<file path="src/rtl/plru6_pkg.sv">
// plru6_pkg: shared types and encoding tables for the six-bit pairwise-age
// replacement record. Bit meaning (1 = second way of the pair is newer):
//   bit5: 0/1, bit4: 0/2, bit3: 0/3, bit2: 1/2, bit1: 1/3, bit0: 2/3.
// Assumes exactly four ways; the tables below are fixed to that count.
package plru6_pkg;

    localparam int STATE_W = 6;
    localparam int NUM_WAYS = 4;
    localparam int WAY_W = $clog2(NUM_WAYS);

    typedef logic [STATE_W-1:0] age_rec_t;
    typedef logic [WAY_W-1:0]   way_t;

    // Bits forced to one when the given way is touched.
    function automatic age_rec_t touch_set_mask(input way_t w);
        case (w)
            2'd0:    return 6'b000000;
            2'd1:    return 6'b100000;
            2'd2:    return 6'b010100;
            default: return 6'b001011;
        endcase
    endfunction

    // Bits forced to zero when the given way is touched.
    function automatic age_rec_t touch_clr_mask(input way_t w);
        case (w)
            2'd0:    return 6'b111000;
            2'd1:    return 6'b000110;
            2'd2:    return 6'b000001;
            default: return 6'b000000;
        endcase
    endfunction

    // Bits examined when testing whether the given way is oldest.
    function automatic age_rec_t oldest_care(input way_t w);
        case (w)
            2'd0:    return 6'b111000;
            2'd1:    return 6'b100110;
            2'd2:    return 6'b010101;
            default: return 6'b001011;
        endcase
    endfunction

    // Required values of the examined bits for the given way to be oldest.
    function automatic age_rec_t oldest_want(input way_t w);
        case (w)
            2'd0:    return 6'b111000;
            2'd1:    return 6'b000110;
            2'd2:    return 6'b000001;
            default: return 6'b000000;
        endcase
    endfunction

endpackage

</file>
<file path="src/rtl/plru6_rec_bank.sv">
// plru6_rec_bank: storage of one age record per set with one read port and
// one write port. Reset and clear are synchronous and zero every record;
// clear has priority over the write. Assumes rd/wr indices are below SETS.
module plru6_rec_bank
    import plru6_pkg::*;
#(
    parameter int SETS  = 64,
    localparam int IDX_W = $clog2(SETS)
) (
    input  logic             clk,
    input  logic             rst_n,
    input  logic             clr,
    input  logic             wr_en,
    input  logic [IDX_W-1:0] wr_idx,
    input  age_rec_t         wr_rec,
    input  logic [IDX_W-1:0] rd_idx,
    output age_rec_t         rd_rec
);

    age_rec_t recs [SETS];

    // Record storage: zero on reset or clear, else write the addressed set.
    always_ff @(posedge clk) begin
        if (!rst_n || clr) begin
            for (int s = 0; s < SETS; s++) begin
                recs[s] <= '0;
            end
        end else if (wr_en) begin
            recs[wr_idx] <= wr_rec;
        end
    end

    // Read port: combinational lookup of the addressed record.
    always_comb begin
        rd_rec = recs[rd_idx];
    end

endmodule

</file>
<file path="src/rtl/plru6_touch.sv">
// plru6_touch: next value of an age record after a way is touched.
// Pure combinational; the clear mask is applied before the set mask.
module plru6_touch
    import plru6_pkg::*;
(
    input  age_rec_t cur_rec,
    input  way_t     way,
    output age_rec_t nxt_rec
);

    // Apply the per-way clear and set masks to the current record.
    always_comb begin
        nxt_rec = (cur_rec & ~touch_clr_mask(way)) | touch_set_mask(way);
    end

endmodule

</file>
<file path="src/rtl/plru6_pick.sv">
// plru6_pick: victim choice from one age record. In full mode the lowest
// way whose oldest pattern matches wins, and way 0 is the fallback when no
// pattern matches. In pair mode only bit 0 decides, between ways 2 and 3.
module plru6_pick
    import plru6_pkg::*;
(
    input  age_rec_t rec,
    input  logic     pair_mode,
    output way_t     victim
);

    logic [NUM_WAYS-1:0] is_oldest;
    way_t                full_pick;

    // One pattern comparator per way.
    for (genvar w = 0; w < NUM_WAYS; w++) begin : g_match
        assign is_oldest[w] = ((rec & oldest_care(way_t'(w))) == oldest_want(way_t'(w)));
    end

    // Priority encode the matches, lowest way first, default way 0.
    always_comb begin
        full_pick = '0;
        for (int w = NUM_WAYS - 1; w >= 0; w--) begin
            if (is_oldest[w]) begin
                full_pick = way_t'(w);
            end
        end
    end

    // Mode select between the full choice and the upper-pair choice.
    always_comb begin
        if (pair_mode) begin
            victim = rec[0] ? way_t'(2) : way_t'(3);
        end else begin
            victim = full_pick;
        end
    end

endmodule

</file>
<file path="src/rtl/plru6_replace.sv">
// plru6_replace: per-set six-bit pseudo-LRU replacement state.
// A strobed touch rewrites the addressed record at the rising edge; the
// victim of the addressed set is combinational from the stored record, so
// during an update cycle it still shows the record before that update.
// Assumes acc_way is a valid way number and set_idx is below SETS.
module plru6_replace
    import plru6_pkg::*;
#(
    parameter int SETS  = 64,
    localparam int IDX_W = $clog2(SETS)
) (
    input  logic             clk,
    input  logic             rst_n,
    input  logic [IDX_W-1:0] set_idx,
    input  logic [WAY_W-1:0] acc_way,
    input  logic             upd_en,
    input  logic             pair_mode,
    input  logic             clr,
    output logic [WAY_W-1:0] victim
);

    age_rec_t cur_rec;
    age_rec_t nxt_rec;

    plru6_rec_bank #(.SETS(SETS)) bank_i (
        .clk    (clk),
        .rst_n  (rst_n),
        .clr    (clr),
        .wr_en  (upd_en),
        .wr_idx (set_idx),
        .wr_rec (nxt_rec),
        .rd_idx (set_idx),
        .rd_rec (cur_rec)
    );

    plru6_touch touch_i (
        .cur_rec (cur_rec),
        .way     (acc_way),
        .nxt_rec (nxt_rec)
    );

    plru6_pick pick_i (
        .rec       (cur_rec),
        .pair_mode (pair_mode),
        .victim    (victim)
    );

endmodule

</file>
<file path="config.mk">
export PLATFORM = sky130hd
export DESIGN_NAME = plru6_replace
export DESIGN_NICKNAME = d
export VERILOG_FILES = /design/src/rtl/plru6_pkg.sv /design/src/rtl/plru6_rec_bank.sv /design/src/rtl/plru6_touch.sv /design/src/rtl/plru6_pick.sv /design/src/rtl/plru6_replace.sv
export SDC_FILE = /design/constraint.sdc
export NUM_CORES = 1
export LEC_CHECK = 0
export CAP_MARGIN = 10
export CELL_PAD_IN_SITES_DETAIL_PLACEMENT = 1
export CELL_PAD_IN_SITES_GLOBAL_PLACEMENT = 2
export CORE_MARGIN = 2
export CORE_UTILIZATION = 40
export DETAILED_ROUTE_END_ITERATION = 10
export PLACE_DENSITY_LB_ADDON = 0.1
export SLEW_MARGIN = 20
export SYNTH_ARGS = -nofsm -noshare
export SYNTH_HDL_FRONTEND = slang
export SYNTH_SLANG_ARGS = --single-unit
</file>
<file path="constraint.sdc">
create_clock -name clk -period 3.25 [get_ports clk]
set_input_delay 0.65 -clock clk [delete_from_list [all_inputs] [get_ports clk]]
set_output_delay 0.65 -clock clk [all_outputs]
set_load 0.1 [all_outputs]
</file>
* Word level (Yosys, flattened, before mapping)
Memory sizes are Yosys's and may differ from the RTL's.
Cells that the tools add are included.
** Word-level totals
- Bits in registers :: 0
- Memory bits (writable) :: 384
- Input bits :: 13
- Word-level logic and storage cells :: 30
- Memories :: 1
** Cells by class
- Eq/ne operators :: 5
- Mux-type cells :: 16
- Bitwise logic cells :: 3
- Reduce and logical (&&, ||, !) cells :: 5
** Memory list
- bank_i.recs :: depth 64, bits a word 6, rd ports 1, clocked after Yosys merged registers in 0, wr ports 64, RTL line plru6_rec_bank.sv:20 : age_rec_t recs [SETS];
** Operators by type and width (number)
- 6-bit one-hot mux with 3 select lines :: 2
- 6-bit 2-to-1 mux :: 2
- 2-bit 2-to-1 mux :: 5
- 1-bit 2-to-1 mux :: 7
- 6-bit AND :: 1
- 6-bit zero test :: 1
- 6-bit inverter :: 1
- 6-bit bitwise OR :: 1
- 6-bit OR reduction :: 1
- 3-bit by 1-bit == test with 1-bit output, second input constant :: 1
- 3-bit by 2-bit == test with 1-bit output, second input constant :: 1
- 3-bit == test, second input constant :: 1
- 2-bit by 1-bit == test with 1-bit output, second input constant :: 1
- 2-bit == test, second input constant :: 1
- 2-bit zero test :: 1
- 1-bit zero test :: 1
- 1-bit logical OR :: 1

* Logic depth before layout (Yosys ltp)
Gate-level depths: netlist of the first run.
An unclocked memory read counts as a cell.
- Word-level depth :: 7
- Gate-level depth with buffers :: 13

* By module
From an unflattened synthesis of the first run, not the netlist that was laid out.
** Unflattened totals
- Cells, all modules :: 1253
- Area, all modules :: 18162.4 µm²
** Modules (own cells, without submodules)
- plru6_rec_bank :: instances 1, cells each 1236, area each 18056.1 µm², sequential area each 11531.1 µm²
- plru6_touch :: instances 1, cells each 11, area each 66.3 µm², sequential area each 0.0 µm²
- plru6_pick :: instances 1, cells each 6, area each 40.0 µm², sequential area each 0.0 µm²

* Worst setup path after synthesis of the first run
No wires, ideal clock.
- Path type :: in2out
- From :: input set_idx[1]
- To :: output victim[0]
- Arrival time :: 3.635 ns
- Setup slack :: -1.035 ns
- Stages :: 8
- Path buffers :: 3
- Cell sequence :: buf_4 > buf_2 > buf_2 > mux4_2 > a32oi_1 > o311ai_0 > nand4b_1 > o211ai_1
** Between the ends
- Longest elaborated chain between the ends :: 7
- Elaborated cells on any way between the ends :: 11
- Those cells by class :: eq/ne: 3; mux: 6; reduce/logical: 1; memory: 1
** Ends and longest elaborated chain
- start, declared :: RTL line plru6_replace.sv:14 : input logic [IDX_W-1:0] set_idx,
- memory read 64 x 6 bit (*)
- 6-bit zero test :: RTL line plru6_pick.sv:17 : assign is_oldest[w] = ((rec & oldest_care(way_t'(w))) == oldest_want(way_t'(w)));
- 2-bit 2-to-1 mux (4 in a row) :: RTL line plru6_pick.sv:24 : if (is_oldest[w]) begin
- 2-bit 2-to-1 mux (*) :: RTL line plru6_pick.sv:32 : if (pair_mode) begin
- end, declared :: RTL line plru6_replace.sv:19 : output logic [WAY_W-1:0] victim
Mark *: on every way between the ends. The rest lies on a longest branch, timed or not.

* Worst setup path in the final report of the first run
- From :: input set_idx[0]
- To :: output victim[0]
The elaborated chain is that of the path after synthesis.

==> impl_metrics.tcl, run 1 <==
set metrics [dict create \
    status "finished, violations left" \
    violations "negative setup slack" \
    final.period_utilization 1.19 \
    synth.top_cell.area_share 0.658 \
    arrival_ps 3210 \
    syn_inst 1405 \
    pre_cts_slack_ps -795 \
    setup_viol 2 \
    fin_util 0.494 \
    grt_usage 0.273 \
    cts_sinks 384 \
    wire_per_inst_um 27.6 \
    clk_latency_ps 570 \
    worstPathRequired_ps 2600 \
    async_flop_share 0 \
    ioPinCount 15 \
    worst_pin_slew_ps 969 \
    regMostFlops "bank_i.recs" \
    cp_max_fo 11 \
    dieHeight_um 213 \
    numCtsBuffers 44 \
    cts_buffer_depth 3 \
    maxSlewHeadroom 0.354 \
    min_path_type "input port to register" \
    start_util 0.406 \
    routed_wl_mm 60.1 \
    holdWs_ps 1130 \
    first_pass_iters 5 \
    syn_avg_cell_area_um2 12.5 \
    drc 0 \
    hold_viol_final 0 \
    instances_no_fill 2182 \
    ys_top_cells_by_area "edfxtp_1 (66%), nor2_1 (8.5%), nand2_1 (3.3%)" \
    dieArea_um2 45500 \
    synth_seq_area_share 0.658 \
    std_cell_rows 76 \
    yosysTopAreaCell "edfxtp_1" \
    top_regs "bank_i.recs (384)" \
    cts_tree "yes" \
    synth_edf_count 384 \
    leakagePower_nw 8.06 \
    synthDistinctLibCells 59 \
    skew_ps 22.7 \
    drv_slew 0 \
    vdd_drop_max_uv 378 \
    gp_congestion 0.946 \
    path_clk_slew_ps 60 \
    ant_nets 0 \
    grt_first_pass_wirelength_mm 88.2 \
    drive_above_1_share 0.234 \
    syn_nets 1418 \
    fin_setup_tns_ps -1140 \
    syn_area_um2 17500 \
    num_vias 12400 \
    syn_to_final_growth_pct 21.8 \
    synth_seq_cells 384 \
    n_antenna_cell 0 \
    dp.cells 2087 \
    grt_pass1_vias 12800 \
    cap_violations 0 \
    die_w_um 213 \
    grt_remaining_overflow 0 \
    rsz0062_at_grt "yes" \
    core_region_area_um2 43200 \
    power.density_nw_per_um2 551 \
    h-tree-depth 2 \
    antenna_found_initial 0 \
    finalWorstSetupSlack_ps -611 \
    worst_setup_path_start_kind "input port" \
    drt_iter0_drc 1165 \
    grt_max_degree 62 \
    post-dp-hpwl_mm 43.0 \
    largest_register_ff_count 384 \
    timing.fmax_ghz 0.259 \
    place.port_buffers 14 \
    end_kind "output port" \
    critPathKind "input port to output port" \
    fin_crit_ps 3860 \
    viasPerCell 5.70 \
    synth_flop_cell "edfxtp_1" \
    cts_root_buf "clkbuf_16" \
    ys_warn_count 0 \
    nets 1581 \
]
## logic make-up (layout without fill, tap and decap cells)
logic type / Yosys count / count (layout) / share of synthesized area
and+or+nand+nor: 619 / 619 / 0.145
DFF: 384 / 384 / 0.658
AOI/OAI and AO/OA: 182 / 182 / 0.0784
buffers and inverters: 118 / 310 / 0.0412
muxes: 100 / 100 / 0.0758
adders and majority gates: 2 / 2 / 0.00114
## worst paths after layout
path,from,endpoint,slack (ps),cells after the start
worst min-delay path,set_idx[1],bank_i.recs[44][0],1130,6
worst min register to register,bank_i.recs[55][1],bank_i.recs[12][1],1440,8
worst max-delay path,set_idx[0],victim[0],-610,11
worst max register to register,bank_i.recs[28][5],bank_i.recs[55][5],460,10
## synthesized netlist by cell type (7+ instances only)
cell type  count
a22o_1         7
a21oi_1        8
nand3_1       10
buf_2         25
buf_4         36
nor2_1       397
a221oi_1      34
a22oi_1       44
edfxtp_1     384
buf_6         15
clkbuf_1      34
nor3_1         7
mux2_2        21
nand2_1      152
nor2b_1        8
o22ai_1       35
mux4_2        22
mux2i_1       55
o21ai_0        9
o211ai_1       8
## power breakdown
part	internal, mW	leakage (nW)	switching [mW]
sequential	5.64	4.28	0.0862
clock	2.68	0.635	1.99
combinational	0.501	3.14	0.849
total	8.82	8.06	2.93
## worst max-delay path: stages
cell,delay [ps]
buf_8,120
bufbuf_16,270
and2_4,180
buf_12,150
a221o_1,290
a21oi_1,250
o211ai_1,140
nor3_2,230
or3b_4,440
o211ai_1,200
clkbuf_16,280
## routing by layer
layer	part of all wire	vias to the layer above	track usage
li1	-	5485	-
met1	0.44	6471	0.382
met2	0.47	401	0.438
met3	0.064	85	0.0475
met4	0.025	0	0.0795
met5	0	-	0
## stage by stage
stage                     power, mW  cell area, µm²
final                          11.7           21300
after floorplan                6.47           17600
after CTS                      11.8           21200
after detailed placement       7.11           19600
after global routing           12.1           21300
after global placement         7.09           19600
## area by class of cell
type                       instances  area (µm²)
clock buffer                      57        1170
tap                              585         732
timing repair buffer             229        2220
multi-input combinational        903        5510
fill                            4476       21800
inverter                           6        22.5
clock inverter                    18         135
sequential                       384       11500
## timing repair
action	in CTS	in global routing
buffers inserted	12	6
hold buffers	0	0
gates cloned	2	0
pin swaps	12	14
endpoints found under the setup margin	2	2
gates resized for setup	37	19
## cell usage in the layout, fill, tap and decap left out, types with 5 or more instances in the layout
cell | netlist | routed
a221oi_2 | 0 | 12
nand3_1 | 10 | 9
buf_12 | 0 | 32
mux2_2 | 21 | 19
nand3b_1 | 6 | 6
clkinv_1 | 1 | 10
a22oi_2 | 0 | 11
clkbuf_1 | 34 | 12
a21oi_1 | 8 | 8
a221oi_1 | 34 | 22
nor2_1 | 397 | 397
buf_4 | 36 | 178
edfxtp_1 | 384 | 384
mux4_2 | 22 | 22
clkbuf_16 | 0 | 46
clkinv_2 | 0 | 5
nand2_1 | 152 | 152
o21ai_0 | 9 | 8
o22ai_1 | 35 | 34
mux2i_1 | 55 | 55
buf_6 | 15 | 5
nor2b_1 | 8 | 6
clkdlybuf4s50_1 | 0 | 6
a22oi_1 | 44 | 33
nor3_1 | 7 | 6
o211ai_1 | 8 | 8
inv_1 | 5 | 5
a22o_1 | 7 | 7
Note: power is estimated with default switching activity, not from simulation.
==> inputs of run 2 (changes only) <==
--- a/config.mk
+++ b/config.mk
@@ -5,6 +5,7 @@
 export SDC_FILE = /design/constraint.sdc
 export NUM_CORES = 1
 export LEC_CHECK = 0
+export ABC_CLOCK_PERIOD_IN_PS = 3250
 export CAP_MARGIN = 10
 export CELL_PAD_IN_SITES_DETAIL_PLACEMENT = 1
 export CELL_PAD_IN_SITES_GLOBAL_PLACEMENT = 2
==> results of run 2 <==
No change in the layout: final DEF, timing and power equal those of run 1.
==> inputs of run 3 (changes only) <==
--- a/config.mk
+++ b/config.mk
@@ -10,10 +10,11 @@
 export CELL_PAD_IN_SITES_DETAIL_PLACEMENT = 1
 export CELL_PAD_IN_SITES_GLOBAL_PLACEMENT = 2
 export CORE_MARGIN = 2
-export CORE_UTILIZATION = 40
+export CORE_UTILIZATION = 42
 export DETAILED_ROUTE_END_ITERATION = 10
 export PLACE_DENSITY_LB_ADDON = 0.1
-export SLEW_MARGIN = 20
+export SETUP_SLACK_MARGIN = 0.02
 export SYNTH_ARGS = -nofsm -noshare
 export SYNTH_HDL_FRONTEND = slang
+export SYNTH_HIERARCHICAL = 1
 export SYNTH_SLANG_ARGS = --single-unit
==> impl_metrics.tcl, run 3 <==
set metrics [dict create \
    status "finished, violations left" \
    violations "negative setup slack" \
    final_common_cell "and2_1" \
    synth_flop_cell "edfxtp_1" \
    stdcell_area_um2 21800 \
    synth_seq_cells 384 \
    regMostFlops "bank_i/recs" \
    fillers 4141 \
    die_w_um 212 \
    worst_pin_slew_ps 1040 \
    syn_nets 1266 \
    min_path_type "input port to register" \
    post-dp-hpwl_mm 33.9 \
    cp_slowest_cell "mux4_1" \
    grt_remaining_overflow 0 \
    synthDistinctLibCells 43 \
    grt_max_degree 49 \
    critPathKind "input port to output port" \
    grt_pass1_vias 11500 \
    synth_edf_count 384 \
    worst_setup_path_start_kind "input port" \
    synth_seq_area_share 0.635 \
    dieArea_um2 44900 \
    syn_inst 1253 \
    fin_setup_tns_ps -889 \
    maxSlewHeadroom 0.299 \
    worstPathRequired_ps 2600 \
    cap_violations 0 \
    dpl_cell_area_um2 20300 \
    arrival_ps 3050 \
    gp_congestion 0.804 \
    yosysMostFrequentCell "and2_1" \
    top_regs "bank_i/recs (384)" \
    rsz0062_at_grt "yes" \
    crit_path_start "set_idx[0]" \
    path_clk_slew_ps 60 \
    wire_per_inst_um 25.1 \
    cts_sinks 384 \
    dieHeight_um 212 \
    crit_chain "buf_12 -> bufbuf_16 -> mux4_1 -> mux2_2 -> o21ai_1 -> a211oi_1 -> a31o_2 -> nor2_2 -> a211o_4 -> buf_12" \
    drt_iter0_drc 877 \
    pre_cts_slack_ps -695 \
    finalWorstSetupSlack_ps -451 \
    final.period_utilization 1.14 \
    nets 1401 \
    first_pass_iters 5 \
    cts_tree "yes" \
    largest_register_ff_count 384 \
    syn_area_um2 18200 \
    cp_max_fo 16 \
    max_stage_delay_ps 570 \
    path_buf_inv 3 \
    regArea_um2 11500 \
    hold_viol_final 0 \
    yosysTopAreaCell "edfxtp_1" \
    ys_warn_count 6 \
    cts_root_buf "clkbuf_16" \
    syn_to_final_growth_pct 20.3 \
    numCtsBuffers 44 \
    grt_usage 0.235 \
    cts_buffer_depth 3 \
    vdd_drop_max_uv 340 \
    synth.top_cell.area_share 0.635 \
    ant_nets 0 \
    core_region_area_um2 42900 \
    drc 0 \
    viasPerCell 5.36 \
    syn_avg_cell_area_um2 14.5 \
    timing.fmax_ghz 0.270 \
    routed_wl_mm 50.5 \
    setup_viol 2 \
    antenna_found_initial 0 \
    h-tree-depth 2 \
    min_from "set_idx[3]" \
    fin_crit_ps 3700 \
    end_kind "output port" \
    drv_slew 0 \
    fin_util 0.509 \
    start_util 0.424 \
    skew_ps 23.4 \
    leakagePower_nw 8.29 \
    power.density_nw_per_um2 543 \
    clk_latency_ps 580 \
    reg2reg_from "bank_i/recs[54][3]" \
    num_vias 10800 \
    grt_first_pass_wirelength_mm 75.7 \
    cp_top_family "multiplexers" \
    async_flop_share 0 \
    std_cell_rows 76 \
    ys_top_cells_by_area "edfxtp_1 (63%), and2_1 (13%), mux4_2 (10%)" \
    place.port_buffers 14 \
    synth_commonest_cells "and2_1 (385), edfxtp_1 (384), mux4_2 (84)" \
    multi_input_area_um2 6320 \
    ioPinCount 15 \
    layout_common_cells "and2_1 (385), edfxtp_1 (384), buf_4 (151)" \
    critPathMostFrequentCell "buf_12" \
    drive_above_1_share 0.265 \
]
## run 3: cell families (layout without fill, tap and decap cells)
group | count (synthesis) | after routing | share of synthesized area
buffers and inverters | 108 | 279 | 0.0268
adders and majority gates | 2 | 2 | 0.00117
DFF | 384 | 384 | 0.635
other | 0 | 1 | 0
and+or+nand+nor | 516 | 516 | 0.165
AOI/OAI and AO/OA | 126 | 126 | 0.0415
muxes | 117 | 117 | 0.131
## run 3: worst register-to-register path: cells and delay by family, from the launching register on
family	cells	cell delay (ps)
mux	2	810
compound gates	3	620
buf+inv	3	480
flops	1	410
fa+ha+maj	1	360
simple gates	1	180
## run 3: final timing paths
check / end / slack [ps] / depth (start not counted)
max: victim[1] / -450 / 10
max reg2reg: bank_i/recs[59][3] / 140 / 10
min: bank_i/recs[59][5] / 1070 / 4
min reg2reg: bank_i/recs[3][4] / 1610 / 7
## run 3: area by class of cell
type,instances,share of cell area
flip-flops and latches,384,0.528
multi-input cells,761,0.289
repair buffers,192,0.0836
clock buffers,53,0.0529
well taps,585,0.0335
clock inverters,29,0.0121
inverters,5,0.000859
diodes,1,0.000115
## run 3: report_power, final
group          internal [mW]  leakage (nW)  switching (mW)
logic                  0.492          3.32           0.694
registers               5.64          4.27          0.0764
clock network           2.93         0.698            2.03
total                   9.06          8.29            2.80
## run 3: stage by stage
stage,total power [mW],hold WS [ps],cells
floorplan,6.36,1180,1253
global placement,6.96,1580,1923
detailed placement,6.97,1580,1923
CTS,12.0,1040,2008
global route,12.2,1110,2009
finish,11.9,1070,2010
## run 3: layer usage
metal | GRT usage | vias to the layer above | wire length [µm]
met5 | 0 | - | 0
met4 | 0.0583 | 0 | 955
met3 | 0.0387 | 67 | 2170
met2 | 0.380 | 214 | 24300
met1 | 0.331 | 5587 | 23100
li1 | - | 4904 | -
## run 3: timing repair
item                       4_1_cts  5_1_grt
pin swaps                        7        6
gates cloned                     1        0
hold buffers                     0        0
resized for setup               22        9
setup buffers                    2        1
setup endpoints to repair       59        2
